**src/rtl/rx_char_buffer_pkg.sv**
```systemverilog
package rx_char_buffer_pkg;

    typedef enum logic {
        RXM_SINGLE = 1'b0,
        RXM_CONT   = 1'b1
    } rx_mode_e;

    typedef struct packed {
        logic     locked;
        rx_mode_e mode;
    } lock_state_t;

endpackage

```
**src/rtl/rx_char_store.sv**
```systemverilog
module rx_char_store #(
    parameter int DATA_W = 9,
    parameter int DEPTH  = 2
) (
    input  logic                              clk,
    input  logic                              rst_n,
    input  logic                              flush,
    input  logic                              wr_en,
    input  logic [DATA_W-1:0]                 wr_data,
    input  logic                              rd_en,
    output logic [DATA_W-1:0]                 rd_data,
    output logic [$clog2(DEPTH+1)-1:0]        fill,
    output logic                              full,
    output logic                              empty
);
    localparam int PTR_W = (DEPTH > 1) ? $clog2(DEPTH) : 1;
    localparam int CNT_W = $clog2(DEPTH + 1);
    localparam logic [PTR_W-1:0] LAST_IDX = PTR_W'(DEPTH - 1);
    localparam logic [CNT_W-1:0] FULL_CNT = CNT_W'(DEPTH);

    typedef struct packed {
        logic [DEPTH-1:0][DATA_W-1:0] mem;
        logic [PTR_W-1:0]             wr_ptr;
        logic [PTR_W-1:0]             rd_ptr;
        logic [CNT_W-1:0]             cnt;
    } store_t;

    store_t st_d, st_q;
    logic [DEPTH-1:0] slot_we;

    // per-entry write select
    for (genvar g = 0; g < DEPTH; g++) begin : g_slot
        assign slot_we[g] = wr_en && (st_q.wr_ptr == PTR_W'(g));
    end

    function automatic logic [PTR_W-1:0] bump(input logic [PTR_W-1:0] p);
        return (p == LAST_IDX) ? '0 : p + 1'b1;
    endfunction

    always_comb begin
        st_d = st_q;
        for (int i = 0; i < DEPTH; i++) begin
            if (slot_we[i]) begin
                st_d.mem[i] = wr_data;
            end
        end
        if (wr_en) begin
            st_d.wr_ptr = bump(st_q.wr_ptr);
        end
        if (rd_en) begin
            st_d.rd_ptr = bump(st_q.rd_ptr);
        end
        case ({wr_en, rd_en})
            2'b10:   st_d.cnt = st_q.cnt + 1'b1;
            2'b01:   st_d.cnt = st_q.cnt - 1'b1;
            default: st_d.cnt = st_q.cnt;
        endcase
        if (flush) begin
            st_d.wr_ptr = '0;
            st_d.rd_ptr = '0;
            st_d.cnt    = '0;
        end
    end

    always_ff @(posedge clk or negedge rst_n) begin
        if (!rst_n) begin
            st_q <= '0;
        end else begin
            st_q <= st_d;
        end
    end

    assign rd_data = st_q.mem[st_q.rd_ptr];
    assign fill    = st_q.cnt;
    assign full    = (st_q.cnt == FULL_CNT);
    assign empty   = (st_q.cnt == '0);

endmodule

```
**src/rtl/rx_overrun_lock.sv**
```systemverilog
module rx_overrun_lock
    import rx_char_buffer_pkg::*;
(
    input  logic clk,
    input  logic rst_n,
    input  logic port_en,
    input  logic cont_en,
    input  logic ovf_event,
    input  logic rd_strobe,
    output logic locked,
    output logic locked_cont
);
    lock_state_t lk_d, lk_q;

    always_comb begin
        lk_d = lk_q;
        if (!port_en) begin
            lk_d.locked = 1'b0;
            lk_d.mode   = RXM_SINGLE;
        end else if (lk_q.locked) begin
            // release rule follows the mode latched at overrun time
            if (lk_q.mode == RXM_SINGLE) begin
                if (rd_strobe) begin
                    lk_d.locked = 1'b0;
                end
            end else if (!cont_en) begin
                lk_d.locked = 1'b0;
            end
        end else if (ovf_event) begin
            lk_d.locked = 1'b1;
            lk_d.mode   = cont_en ? RXM_CONT : RXM_SINGLE;
        end
    end

    always_ff @(posedge clk or negedge rst_n) begin
        if (!rst_n) begin
            lk_q <= '{locked: 1'b0, mode: RXM_SINGLE};
        end else begin
            lk_q <= lk_d;
        end
    end

    assign locked      = lk_q.locked;
    assign locked_cont = (lk_q.mode == RXM_CONT);

endmodule

```
**src/rtl/rx_char_buffer.sv**
```systemverilog
module rx_char_buffer #(
    parameter int DATA_W = 9,
    parameter int DEPTH  = 2
) (
    input  logic              clk,
    input  logic              rst_n,
    input  logic              port_en,
    input  logic              cont_en,
    input  logic              push_valid,
    input  logic [DATA_W-1:0] push_char,
    input  logic              rd_strobe,
    output logic [DATA_W-2:0] top_low,
    output logic              top_bit9,
    output logic              data_avail,
    output logic              overrun
);
    localparam int CNT_W = $clog2(DEPTH + 1);

    logic              pop;
    logic              accept;
    logic              ovf_event;
    logic              full;
    logic              empty;
    logic              locked;
    logic              locked_cont;
    logic [CNT_W-1:0]  fill;
    logic [DATA_W-1:0] top_char;

    assign pop       = port_en && rd_strobe && !empty;
    assign accept    = port_en && push_valid && !locked && (!full || pop);
    assign ovf_event = port_en && push_valid && !locked && full && !pop;

    rx_char_store #(
        .DATA_W (DATA_W),
        .DEPTH  (DEPTH)
    ) u_store (
        .clk     (clk),
        .rst_n   (rst_n),
        .flush   (!port_en),
        .wr_en   (accept),
        .wr_data (push_char),
        .rd_en   (pop),
        .rd_data (top_char),
        .fill    (fill),
        .full    (full),
        .empty   (empty)
    );

    rx_overrun_lock u_lock (
        .clk         (clk),
        .rst_n       (rst_n),
        .port_en     (port_en),
        .cont_en     (cont_en),
        .ovf_event   (ovf_event),
        .rd_strobe   (rd_strobe),
        .locked      (locked),
        .locked_cont (locked_cont)
    );

    assign top_low    = top_char[DATA_W-2:0];
    assign top_bit9   = top_char[DATA_W-1];
    assign data_avail = !empty;
    assign overrun    = locked;

endmodule

```
**config.mk**
```make
export PLATFORM = sky130hd
export DESIGN_NAME = rx_char_buffer
export DESIGN_NICKNAME = d
export VERILOG_FILES = /design/src/rtl/rx_char_buffer_pkg.sv /design/src/rtl/rx_char_store.sv /design/src/rtl/rx_overrun_lock.sv /design/src/rtl/rx_char_buffer.sv
export SDC_FILE = /design/constraint.sdc
export NUM_CORES = 1
export LEC_CHECK = 0
export CORE_UTILIZATION = 45
export CTS_BUF_LIST = sky130_fd_sc_hd__clkbuf_16
export CTS_CLUSTER_SIZE = 24
export DETAILED_ROUTE_END_ITERATION = 8
export PLACE_DENSITY_LB_ADDON = 0.3
export SKIP_CTS_REPAIR_TIMING = 1
export SYNTH_ARGS = -nofsm -noshare
export SYNTH_HDL_FRONTEND = slang
export SYNTH_HIERARCHICAL = 1
export SYNTH_SLANG_ARGS = --single-unit
```
**constraint.sdc**
```tcl
create_clock -name clk -period 2.5 [get_ports clk]
set_input_delay 0.5 -clock clk [delete_from_list [all_inputs] [get_ports clk]]
set_output_delay 0.5 -clock clk [all_outputs]
set_load 0.05 [all_outputs]
```
==> impl_metrics.env <==
export IMPL_floorplan_io_pins=26
export IMPL_fin_crit_sh_pct=93.4
export IMPL_dieArea_sq_um=2830
export IMPL_dp_final_hpwl_microns=1410
export IMPL_core_region_area_sq_um=2480
export IMPL_die_height_microns=53.2
export IMPL_multiInputGateArea_sq_um=536
export IMPL_clockBufferDepth=2
export IMPL_rr_worst_depth=6
export IMPL_global_route_usage_total_pct=17.3
export IMPL_clkTransAtPathRegs_ps=60
export IMPL_clkLatencyLatePin_ps=250
export IMPL_synth_area_sq_um=1180
export IMPL_buffer_ports_inserted=25
export IMPL_power_report_internal_total_uw=946
export IMPL_power_density_cell_area_nw_per_um2=905
export IMPL_viasPerCell=5.03
export IMPL_required_ps=2000
export IMPL_drt_pass1_iter_count=1
export IMPL_hold_path_class="reg -> reg"
export IMPL_clock_tree_htree_level_count=1
export IMPL_seq_power_share_pct=39.7
export IMPL_utilization_of_the_core_after_routing_pct=61.9
export IMPL_drv_slew=0
export IMPL_floorplan_initialDensity_pct=47.6
export IMPL_hp_start="u_store/st_q[16]$_DFFE_PN0P_"
export IMPL_synthCells=87
export IMPL_floorplan_rows=18
export IMPL_power_static_leakage_uw=0.000674
export IMPL_number_of_nets_in_the_synthesized_netlist=102
export IMPL_grt_antenna_before_repair=0
export IMPL_power_combinational_fraction_pct=35.7
export IMPL_number_of_global_route_vias_before_repair=741
export IMPL_total_via_count_after_detailed_routing=730
export IMPL_finalHoldViolations=0
export IMPL_antenna_violating_nets_post_route=0
export IMPL_clock_skew_ps=3.55
export IMPL_layout_area_seq_sq_um=602
export IMPL_fillers=210
export IMPL_grt_max_degree=25
export IMPL_pwr_share_clk_pct=24.5
export IMPL_status="completed"
export IMPL_critical_path_endpoint_type="primary output"
export IMPL_global_route_overflow_total=0
export IMPL_max_cap_viol=0
export IMPL_sw_frac_of_total_pct=31.9
export IMPL_cts_root_buffer_cell="sky130_fd_sc_hd__clkbuf_16"
export IMPL_timing_critical_path_arrival_ps=1830
export IMPL_grt_first_pass_wirelength_microns=3450
export IMPL_timing_final_setup_violations=0
export IMPL_cts_made_buffers=3
export IMPL_layout_min_cycle_time_ps=2330
export IMPL_finish_net_count=131
export IMPL_max_slew_margin_pct=66.8
export IMPL_hold_path_depth=1
export IMPL_area_growth_synth_to_final_pct=30.1
export IMPL_worst_pin_slew_ps=496
export IMPL_route_detailed_wl_per_inst_microns=13.8
export IMPL_syn_avg_cell_area_sq_um=13.5
export IMPL_reg2reg_from="u_store/fill[0]$_DFFE_PN0P_"
export IMPL_drt_wl_total_microns=2010
export IMPL_crit_reg2reg_capture="u_store/st_q[20]$_DFFE_PN0P_"
export IMPL_finalSetupTns_ps=0
export IMPL_startpoint_type="register"
export IMPL_clock_sinks=24
export IMPL_ff2ff_setup_slack_ps=820
export IMPL_rsz0062_at_grt="false"
export IMPL_net_switching_power_uw=442
export IMPL_holdPathEnd="u_store/st_q[16]$_DFFE_PN0P_"
export IMPL_timing_worst_setup_path_type="reg -> out"
export IMPL_fmaxAchievable_ghz=0.428
export IMPL_layout_drive_gt1_share_pct=33.0
export IMPL_drt_first_iter_violations=0
export IMPL_antenna_cells=0
export IMPL_worst_ir_drop_vdd_mv=0.593
export IMPL_clock_tree_from_tritoncts="yes"
export IMPL_place_gp_congestion=0.731
export IMPL_drc=0
export IMPL_syn_warnings=6
export IMPL_critical_path_peak_fanout=10
export IMPL_chipWidth_microns=53.2
flip-flops by register name, summed over array words and instances, names as in the netlist:
register,cells
u_lock/locked,1
u_store/fill,2
u_store/st_q,20
u_lock/locked_cont,1
through the flow:
step | power, uW | setup slack, ps | cell area, sq um | hold WS, ps | std cells
after floorplan | 910 | 657 | 1180 | 204 | 87
after CTS | 1400 | 12.9 | 1530 | 503 | 145
after global routing | 1460 | 107 | 1530 | 511 | 145
after global placement | 1040 | 266 | 1450 | 481 | 141
final | 1390 | 166 | 1530 | 501 | 145
after detailed placement | 1050 | 267 | 1450 | 489 | 141
power groups by stage:
stage,combinational [uW],sequential (uW),clock [uW]
finish,496,551,341
global route,530,562,367
CTS,501,551,349
detailed placement,497,555,0
global placement,488,551,0
floorplan,376,534,0
layout by cell type, fill, tap and decap left out:
cell type,n
sky130_fd_sc_hd__clkdlybuf4s50_1,25
sky130_fd_sc_hd__dfrtp_1,23
sky130_fd_sc_hd__mux2_2,18
sky130_fd_sc_hd__mux2_4,9
sky130_fd_sc_hd__nor2_1,6
sky130_fd_sc_hd__inv_1,4
sky130_fd_sc_hd__nor3_1,3
sky130_fd_sc_hd__clkbuf_16,3
sky130_fd_sc_hd__and2_1,2
sky130_fd_sc_hd__buf_4,2
sky130_fd_sc_hd__xnor2_1,2
sky130_fd_sc_hd__nor3b_1,2
sky130_fd_sc_hd__nor2b_2,1
sky130_fd_sc_hd__nand3b_1,1
sky130_fd_sc_hd__o21ba_1,1
sky130_fd_sc_hd__clkinv_1,1
sky130_fd_sc_hd__nand2b_4,1
sky130_fd_sc_hd__a21oi_1,1
sky130_fd_sc_hd__nand2_1,1
sky130_fd_sc_hd__o22ai_1,1
sky130_fd_sc_hd__mux2i_1,1
sky130_fd_sc_hd__nor2b_1,1
sky130_fd_sc_hd__nor2b_4,1
sky130_fd_sc_hd__nand2_2,1
sky130_fd_sc_hd__and3b_2,1
sky130_fd_sc_hd__o21ai_0,1
sky130_fd_sc_hd__xor2_1,1
sky130_fd_sc_hd__dfrtp_2,1
worst max-delay path: stages, from the launching register on:
cell and delay, ps:
sky130_fd_sc_hd__dfrtp_2 510, sky130_fd_sc_hd__mux2_2 370, sky130_fd_sc_hd__clkdlybuf4s50_1 700
per-layer routing:
metal | GRT usage, % | share of wire [%] | up-vias
li1 | - | - | 350
met2 | 27.8 | 49 | 13
met3 | 2.59 | 3.0 | 2
met1 | 23.4 | 47 | 365
met5 | 0 | 0 | -
met4 | 6.58 | 0.45 | 0
layout make-up:
type | instances | area share (%)
clock buffers | 3 | 4.89
clock inverters | 1 | 0.245
inverters | 4 | 0.979
multi-input cells | 56 | 34.9
flip-flops and latches | 24 | 39.2
well taps | 30 | 2.45
repair buffers | 27 | 17.3
worst max path at each step:
stage,from,depth (start not counted),slack [ps],end
global route,u_store/st_q[2]$_DFFE_PN0P_,2,110,top_low[1]
finish,u_store/st_q[2]$_DFFE_PN0P_,2,170,top_bit9
CTS,u_store/st_q[2]$_DFFE_PN0P_,2,10,top_bit9
detailed placement,port_en,5,270,u_store/st_q[12]$_DFFE_PN0P_
floorplan,u_lock/locked$_DFF_PN0_,6,660,u_store/st_q[10]$_DFFE_PN0P_
global placement,u_store/st_q[2]$_DFFE_PN0P_,2,270,top_bit9
No activity file was read; power rests on OpenSTA's default activity.
